[src/rtl/cmix_pkg.sv]
package cmix_pkg;

  typedef enum logic [2:0] {
    LO_ZERO,
    LO_P1,
    LO_N1,
    LO_PC,
    LO_NC
  } lo_e;

  typedef struct packed {
    logic bypass;
    logic eighth;
    logic neg;
    logic real_mix;
  } cfg_t;

  localparam cfg_t CFG_RST = '{bypass: 1'b1, eighth: 1'b0, neg: 1'b0, real_mix: 1'b0};

  function automatic lo_e lo_neg(lo_e c);
    case (c)
      LO_P1:   return LO_N1;
      LO_N1:   return LO_P1;
      LO_PC:   return LO_NC;
      LO_NC:   return LO_PC;
      default: return LO_ZERO;
    endcase
  endfunction

  // cos(k*45 deg)
  function automatic lo_e lo_cos(logic [2:0] k);
    case (k)
      3'd0:    return LO_P1;
      3'd1:    return LO_PC;
      3'd2:    return LO_ZERO;
      3'd3:    return LO_NC;
      3'd4:    return LO_N1;
      3'd5:    return LO_NC;
      3'd6:    return LO_ZERO;
      default: return LO_PC;
    endcase
  endfunction

  // sin(x) = cos(x - 90 deg)
  function automatic lo_e lo_sin(logic [2:0] k);
    return lo_cos(k - 3'd2);
  endfunction

endpackage

[src/rtl/cmix_phase.sv]
module cmix_phase
  import cmix_pkg::*;
(
  input  logic       clk_i,
  input  logic       rst_ni,
  input  cfg_t       cfg_d_i,
  input  logic       valid_i,
  output cfg_t       cfg_o,
  output logic [2:0] phase_o
);

  cfg_t       cfg_q;
  logic [2:0] phase_q;
  logic [2:0] step;

  // phase is in 45 deg units; quarter rate steps by two
  assign step = cfg_q.eighth ? 3'd1 : 3'd2;

  always_ff @(posedge clk_i or negedge rst_ni) begin
    if (!rst_ni) begin
      cfg_q   <= CFG_RST;
      phase_q <= '0;
    end else begin
      cfg_q <= cfg_d_i;
      if (cfg_d_i != cfg_q || cfg_d_i.bypass) begin
        phase_q <= '0;
      end else if (valid_i) begin
        phase_q <= phase_q + step;
      end
    end
  end

  assign cfg_o   = cfg_q;
  assign phase_o = phase_q;

endmodule

[src/rtl/cmix_lo.sv]
module cmix_lo
  import cmix_pkg::*;
(
  input  cfg_t       cfg_i,
  input  logic [2:0] phase_i,
  output lo_e        lo_o [4]
);

  // lo_o[0]: I->I, [1]: Q->I, [2]: I->Q, [3]: Q->Q
  lo_e c_lo, s_lo, s_eff;

  always_comb begin
    c_lo  = lo_cos(phase_i);
    s_lo  = lo_sin(phase_i);
    s_eff = cfg_i.neg ? lo_neg(s_lo) : s_lo;
    lo_o  = '{default: LO_ZERO};
    if (cfg_i.bypass) begin
      lo_o[0] = LO_P1;
      lo_o[3] = LO_P1;
    end else if (cfg_i.real_mix) begin
      lo_o[0] = c_lo;
      lo_o[3] = c_lo;
    end else begin
      lo_o[0] = c_lo;
      lo_o[1] = lo_neg(s_eff);
      lo_o[2] = s_eff;
      lo_o[3] = c_lo;
    end
  end

endmodule

[src/rtl/cmix_term.sv]
module cmix_term
  import cmix_pkg::*;
#(
  parameter int DW   = 14,
  parameter int FRAC = 14
) (
  input  logic signed [DW-1:0]   x_i,
  input  lo_e                    lo_i,
  output logic signed [DW+FRAC:0] p_o
);

  localparam int PW = DW + FRAC + 1;
  localparam int KC = $rtoi(0.7071067811865476 * (2.0 ** FRAC) + 0.5);
  localparam logic signed [PW-1:0] KCV = PW'(KC);

  logic signed [PW-1:0] xe, unit, scl;

  assign xe   = {{(PW-DW){x_i[DW-1]}}, x_i};
  assign unit = xe <<< FRAC;
  assign scl  = xe * KCV;

  always_comb begin
    case (lo_i)
      LO_P1:   p_o = unit;
      LO_N1:   p_o = -unit;
      LO_PC:   p_o = scl;
      LO_NC:   p_o = -scl;
      default: p_o = '0;
    endcase
  end

endmodule

[src/rtl/cmix_sum.sv]
module cmix_sum #(
  parameter int DW   = 14,
  parameter int FRAC = 14
) (
  input  logic signed [DW+FRAC:0] a_i,
  input  logic signed [DW+FRAC:0] b_i,
  output logic signed [DW-1:0]    y_o
);

  localparam int PW = DW + FRAC + 1;
  localparam int SW = PW + 1;
  localparam logic signed [SW-1:0] HALF = SW'(2 ** (FRAC - 1));
  localparam logic signed [SW-1:0] MAXV = SW'(2 ** (DW - 1) - 1);
  localparam logic signed [SW-1:0] MINV = ~MAXV;

  logic signed [SW-1:0] s, r;

  assign s = $signed({a_i[PW-1], a_i}) + $signed({b_i[PW-1], b_i});
  assign r = (s + HALF) >>> FRAC;

  always_comb begin
    if (r > MAXV)      y_o = {1'b0, {(DW-1){1'b1}}};
    else if (r < MINV) y_o = {1'b1, {(DW-1){1'b0}}};
    else               y_o = r[DW-1:0];
  end

endmodule

[src/rtl/coarse_mixer.sv]
module coarse_mixer
  import cmix_pkg::*;
#(
  parameter int DW   = 14,
  parameter int FRAC = 14
) (
  input  logic                 clk_i,
  input  logic                 rst_ni,
  input  logic                 valid_i,
  input  logic signed [DW-1:0] i_i,
  input  logic signed [DW-1:0] q_i,
  input  logic                 bypass_i,
  input  logic                 eighth_i,
  input  logic                 neg_i,
  input  logic                 real_i,
  output logic                 valid_o,
  output logic signed [DW-1:0] i_o,
  output logic signed [DW-1:0] q_o
);

  localparam int PW = DW + FRAC + 1;
  localparam int NT = 4;

  cfg_t       cfg_d, cfg_q;
  logic [2:0] phase_q;
  lo_e        lo_c [NT];

  assign cfg_d = '{bypass: bypass_i, eighth: eighth_i, neg: neg_i, real_mix: real_i};

  cmix_phase u_phase (
    .clk_i   (clk_i),
    .rst_ni  (rst_ni),
    .cfg_d_i (cfg_d),
    .valid_i (valid_i),
    .cfg_o   (cfg_q),
    .phase_o (phase_q)
  );

  cmix_lo u_lo (
    .cfg_i   (cfg_q),
    .phase_i (phase_q),
    .lo_o    (lo_c)
  );

  // stage 1: sample and carrier codes
  logic                 s1_valid;
  logic signed [DW-1:0] s1_i, s1_q;
  lo_e                  s1_lo [NT];

  always_ff @(posedge clk_i or negedge rst_ni) begin
    if (!rst_ni) begin
      s1_valid <= 1'b0;
      s1_i     <= '0;
      s1_q     <= '0;
      s1_lo    <= '{default: LO_ZERO};
    end else begin
      s1_valid <= valid_i;
      s1_i     <= i_i;
      s1_q     <= q_i;
      s1_lo    <= lo_c;
    end
  end

  // stage 2: products, sum, round, clamp
  logic signed [PW-1:0] term [NT];
  logic signed [DW-1:0] mix  [2];

  for (genvar g = 0; g < NT; g++) begin : g_term
    cmix_term #(.DW(DW), .FRAC(FRAC)) u_term (
      .x_i  ((g % 2 == 0) ? s1_i : s1_q),
      .lo_i (s1_lo[g]),
      .p_o  (term[g])
    );
  end

  for (genvar g = 0; g < 2; g++) begin : g_sum
    cmix_sum #(.DW(DW), .FRAC(FRAC)) u_sum (
      .a_i (term[2*g]),
      .b_i (term[2*g+1]),
      .y_o (mix[g])
    );
  end

  always_ff @(posedge clk_i or negedge rst_ni) begin
    if (!rst_ni) begin
      valid_o <= 1'b0;
      i_o     <= '0;
      q_o     <= '0;
    end else begin
      valid_o <= s1_valid;
      i_o     <= mix[0];
      q_o     <= mix[1];
    end
  end

endmodule

[config.mk]
export PLATFORM = sky130hd
export DESIGN_NAME = coarse_mixer
export DESIGN_NICKNAME = d
export VERILOG_FILES = /design/src/rtl/cmix_pkg.sv /design/src/rtl/cmix_phase.sv /design/src/rtl/cmix_lo.sv /design/src/rtl/cmix_term.sv /design/src/rtl/cmix_sum.sv /design/src/rtl/coarse_mixer.sv
export SDC_FILE = /design/constraint.sdc
export NUM_CORES = 1
export LEC_CHECK = 0
export ABC_AREA = 1
export BUFFER_PORTS_ARGS = -buffer_cell sky130_fd_sc_hd__buf_2
export CORE_ASPECT_RATIO = 0.8
export CORE_MARGIN = 4
export CORE_UTILIZATION = 65
export DETAILED_ROUTE_END_ITERATION = 16
export GPL_ROUTABILITY_DRIVEN = 0
export PLACE_DENSITY = 0.83
export SETUP_SLACK_MARGIN = 0.4
export SLEW_MARGIN = 20
export SYNTH_ARGS = -nofsm -noshare
export SYNTH_HDL_FRONTEND = slang
export SYNTH_SLANG_ARGS = --single-unit
[constraint.sdc]
create_clock -name clk_i -period 14.6 [get_ports clk_i]
set_clock_uncertainty 0.15 [all_clocks]
set_input_delay 2.19 -clock clk_i [delete_from_list [all_inputs] [get_ports clk_i]]
set_output_delay 2.19 -clock clk_i [all_outputs]
set_load 0.1 [all_outputs]
==> impl_metrics.csv <==
group,metric,value,unit
status,outcome,"complete, no violations",
floorplan,die_w,188,um
job,maxCapViolations,0,
sta,worst_slew_pin_slew,1.04,ns
cells_and_area,fin_nets,2931,
logic_synthesis,synth_compound_area_share,13.2,%
detailed_routing,antenna_left,0,
logic_synthesis,synthAdderAreaFrac,33.8,%
placement,io_buffers,63,
cells_and_area,syn_to_final_growth,5.77,%
cells_and_area,regArea,1850,sq um
floorplan,die_area,28700,sq um
setup_path,critPathLaunchType,"register",
sta,fmax,118,MHz
clock_tree,cts.sinks,74,
cells_and_area,diodes,0,
floorplan,core_area,25400,sq um
power_and_ir_drop,peakVddDrop,0.000217,V
clock_tree,cts_root_buffer,"clkbuf_16",
logic_synthesis,synth_cell_types,58,
clock_tree,htreeDepth,3,
clock_tree,clk_latency,0.37,ns
grt,antenna_found_initial,0,
min_path,min_from,"s1_valid",
sta,whs,0.205,ns
logic_synthesis,syn_nets,2881,
sta,post-route-min-period,8.50,ns
logic_synthesis,synth_top_family_by_area,"adder cells",
detailed_routing,post_drt_via_cell_ratio,6.10,
sta,setup_viol,0,
logic_synthesis,yosys_register_bits,74,
grt,grt-ovfl-total,0,
sta,slew_viol_final,0,
floorplan,rows,52,
setup_path,crit_slowest_cell,"dfrtp_1",
setup_path,startpoint,"s1_i[3]",
clock_tree,postCtsSetupRepairBufs,0,
grt,grt_pass1_vias,16500,
sta,hold_viol_final,0,
cells_and_area,multiInputGateArea,13300,sq um
logic_synthesis,avgSynthCellArea,6.93,sq um
sta,fin_tns_setup,0,ns
logic_synthesis,netlist_area,16900,sq um
power_and_ir_drop,p_per_area,179,nW/um^2
detailed_routing,vias,17400,
clock_tree,postCtsResizedCells,0,
detailed_routing,drtIter0Drc,2488,
floorplan,die_y,152,um
logic_synthesis,synth_xor_area_share,3.87,%
setup_path,cp-end-kind,"register",
logic_synthesis,synthSimpleGateAreaFrac,27.9,%
setup_path,timing.rr.start,"s1_i[3]",
setup_path,crit_fanout,13,
floorplan,initial_core_util,66.4,%
detailed_routing,wl_per_cell,18.3,um
detailed_routing,totalWireLength,52000,um
logic_synthesis,syn_inst,2438,
sta,fin_crit_sh,58.2,%
placement,hpwl,43100,um
grt,grt_max_degree,55,
detailed_routing,first_pass_iters,9,
grt,grt_pass1_wl,83600,um
clock_tree,cts_buffer_depth,2,
setup_path,cpMostUsedCell,"nand2_1",
clock_tree,cts_buffers,9,
clock_tree,cts_tree,"built",
grt,grt_use_total,35.7,%
clock_tree,ctsHoldBuffers,0,
sta,max_slew_margin,30.2,%
power_and_ir_drop,power.leakage,0.00998,uW
logic_synthesis,seq_area_frac_synth,11.0,%
min_path,hold_path.class,"register to register",
setup_path,crit_arrival,8.57,ns
setup_path,path_class,"register to register",
setup_path,cp_data_required_time,14.68,ns
cells_and_area,fillers,2169,
detailed_routing,drc,0,
cells_and_area,layout-drive-gt1-share,7.30,%
clock_tree,cts.clk_slew.worst_paths,0.06,ns
logic_synthesis,muxShareOfSynthArea,0,%
logic_synthesis,ys.warnings.count,0,
setup_path,max_stage_delay,0.64,ns
floorplan,io_pins,64,
sta,rsz0062_at_grt,"false",
## state kept, by name, summed over array words and instances, names as in the netlist
| signal | flops |
|---|---|
| i_o | 14 |
| q_o | 14 |
| s1_i | 14 |
| s1_q | 14 |
| s1_lo | 9 |
| u_phase.cfg_o | 4 |
| u_phase.phase_o | 3 |
| s1_valid | 1 |
| valid_o | 1 |
## cell usage in the layout (no fill, tap or decap), types with 9 or more instances in the layout
cell type | netlist | final
o21ai_0 | 57 | 57
inv_1 | 407 | 407
nand2_2 | 22 | 22
xor2_1 | 61 | 61
nand3_1 | 100 | 100
a21oi_1 | 120 | 120
nand4_1 | 34 | 34
xnor2_1 | 10 | 10
nand3_2 | 12 | 12
o21bai_1 | 21 | 21
o22ai_1 | 65 | 65
clkbuf_16 | 0 | 9
nor2_2 | 13 | 13
buf_2 | 3 | 62
nand3b_1 | 23 | 23
nand2_1 | 638 | 638
dfrtp_1 | 73 | 73
fa_1 | 81 | 81
inv_2 | 19 | 19
ha_1 | 327 | 327
o221ai_1 | 19 | 19
nor3_1 | 24 | 23
a21o_1 | 16 | 16
o211ai_1 | 12 | 12
nor2_1 | 166 | 166
o2111ai_1 | 13 | 13
## cells in the mapped netlist, drive strengths merged
master / n / share of area, %
a211oi: 4 / 0.18
a21boi: 4 / 0.18
a21o: 16 / 0.71
a21oi: 122 / 3.7
a221o: 2 / 0.12
a221oi: 2 / 0.10
a22oi: 2 / 0.089
a31o: 4 / 0.21
a31oi: 6 / 0.22
and3: 2 / 0.074
buf: 9 / 0.31
clkbuf: 18 / 0.40
clkinv: 4 / 0.089
dfrtp: 73 / 11
dfstp: 1 / 0.16
fa: 81 / 9.6
ha: 327 / 24
inv: 426 / 9.5
nand2: 665 / 15
nand3: 115 / 4.0
nand3b: 23 / 1.0
nand4: 35 / 1.3
nor2: 188 / 4.8
nor3: 28 / 1.0
nor3b: 1 / 0.044
nor4: 7 / 0.26
o2111ai: 13 / 0.67
o211ai: 12 / 0.53
o21a: 2 / 0.089
o21ai: 61 / 1.8
o21bai: 22 / 1.0
o221ai: 19 / 0.98
o22ai: 65 / 2.4
o31ai: 4 / 0.18
or2: 2 / 0.074
xnor2: 11 / 0.61
xor2: 62 / 3.3
## cell families after synthesis
group,count (synthesis)
AO/OA/AOI/OAI,360
buffers and inverters,457
flip-flops,74
XOR/XNOR,73
adder cells (fa/ha/maj),408
AND/OR/NAND/NOR,1066
## worst max-delay path: cells and delay by family, from the launching register on
family / cells / cell delay, ns
flip-flops: 1 / 0.64
XOR/XNOR: 2 / 0.39
AND/OR/NAND/NOR: 15 / 1.76
buffers and inverters: 5 / 0.52
AO/OA/AOI/OAI: 6 / 1.25
adder cells (fa/ha/maj): 9 / 3.62
## final cells by class
type,instances,area share [%]
clock buffers,9,1.26
clock inverters,7,0.483
multi-input cells,1907,74.5
inverters,430,9.03
well taps,351,2.46
repair buffers,66,1.90
flip-flops and latches,74,10.4
## stage by stage
step | total power (uW) | utilization [%] | instance area (sq um) | cells | setup slack (ns)
2_1_floorplan | 2280 | - | 16900 | 2438 | 7.57
3_3_place_gp | 2770 | 69.0 | 17600 | 2828 | 6.51
3_5_place_dp | 2850 | 69.0 | 17600 | 2828 | 6.30
4_1_cts | 3120 | 70.3 | 17900 | 2844 | 6.25
5_1_grt | 3510 | 70.3 | 17900 | 2844 | 5.55
6_report | 3210 | 70.3 | 17900 | 2844 | 6.10
## final timing paths
check / to / depth (start not counted) / slack (ns)
worst max register to register: i_o[9] / 37 / 6.10
worst min-delay path: valid_o / 0 / 0.20
worst min register to register: valid_o / 0 / 0.20
worst max-delay path: i_o[9] / 37 / 6.10
max in group asynchronous: s1_i[10] / 2 / 11.72
min in group asynchronous: s1_q[3] / 1 / 1.56
## where the power goes
group	total (uW)	switching (uW)	internal (uW)
clock	241	105	136
combinational	2730	1910	817
sequential	237	18.6	218
total	3210	2040	1170
## metal layers
metal	GRT usage, %	up-vias	share of wire (%)
li1	-	8119	-
met1	49.2	7955	41
met2	54.1	1091	42
met3	10.1	193	13
met4	12.4	0	4.5
met5	0	-	0
Note: power is estimated with default switching activity, not from simulation.
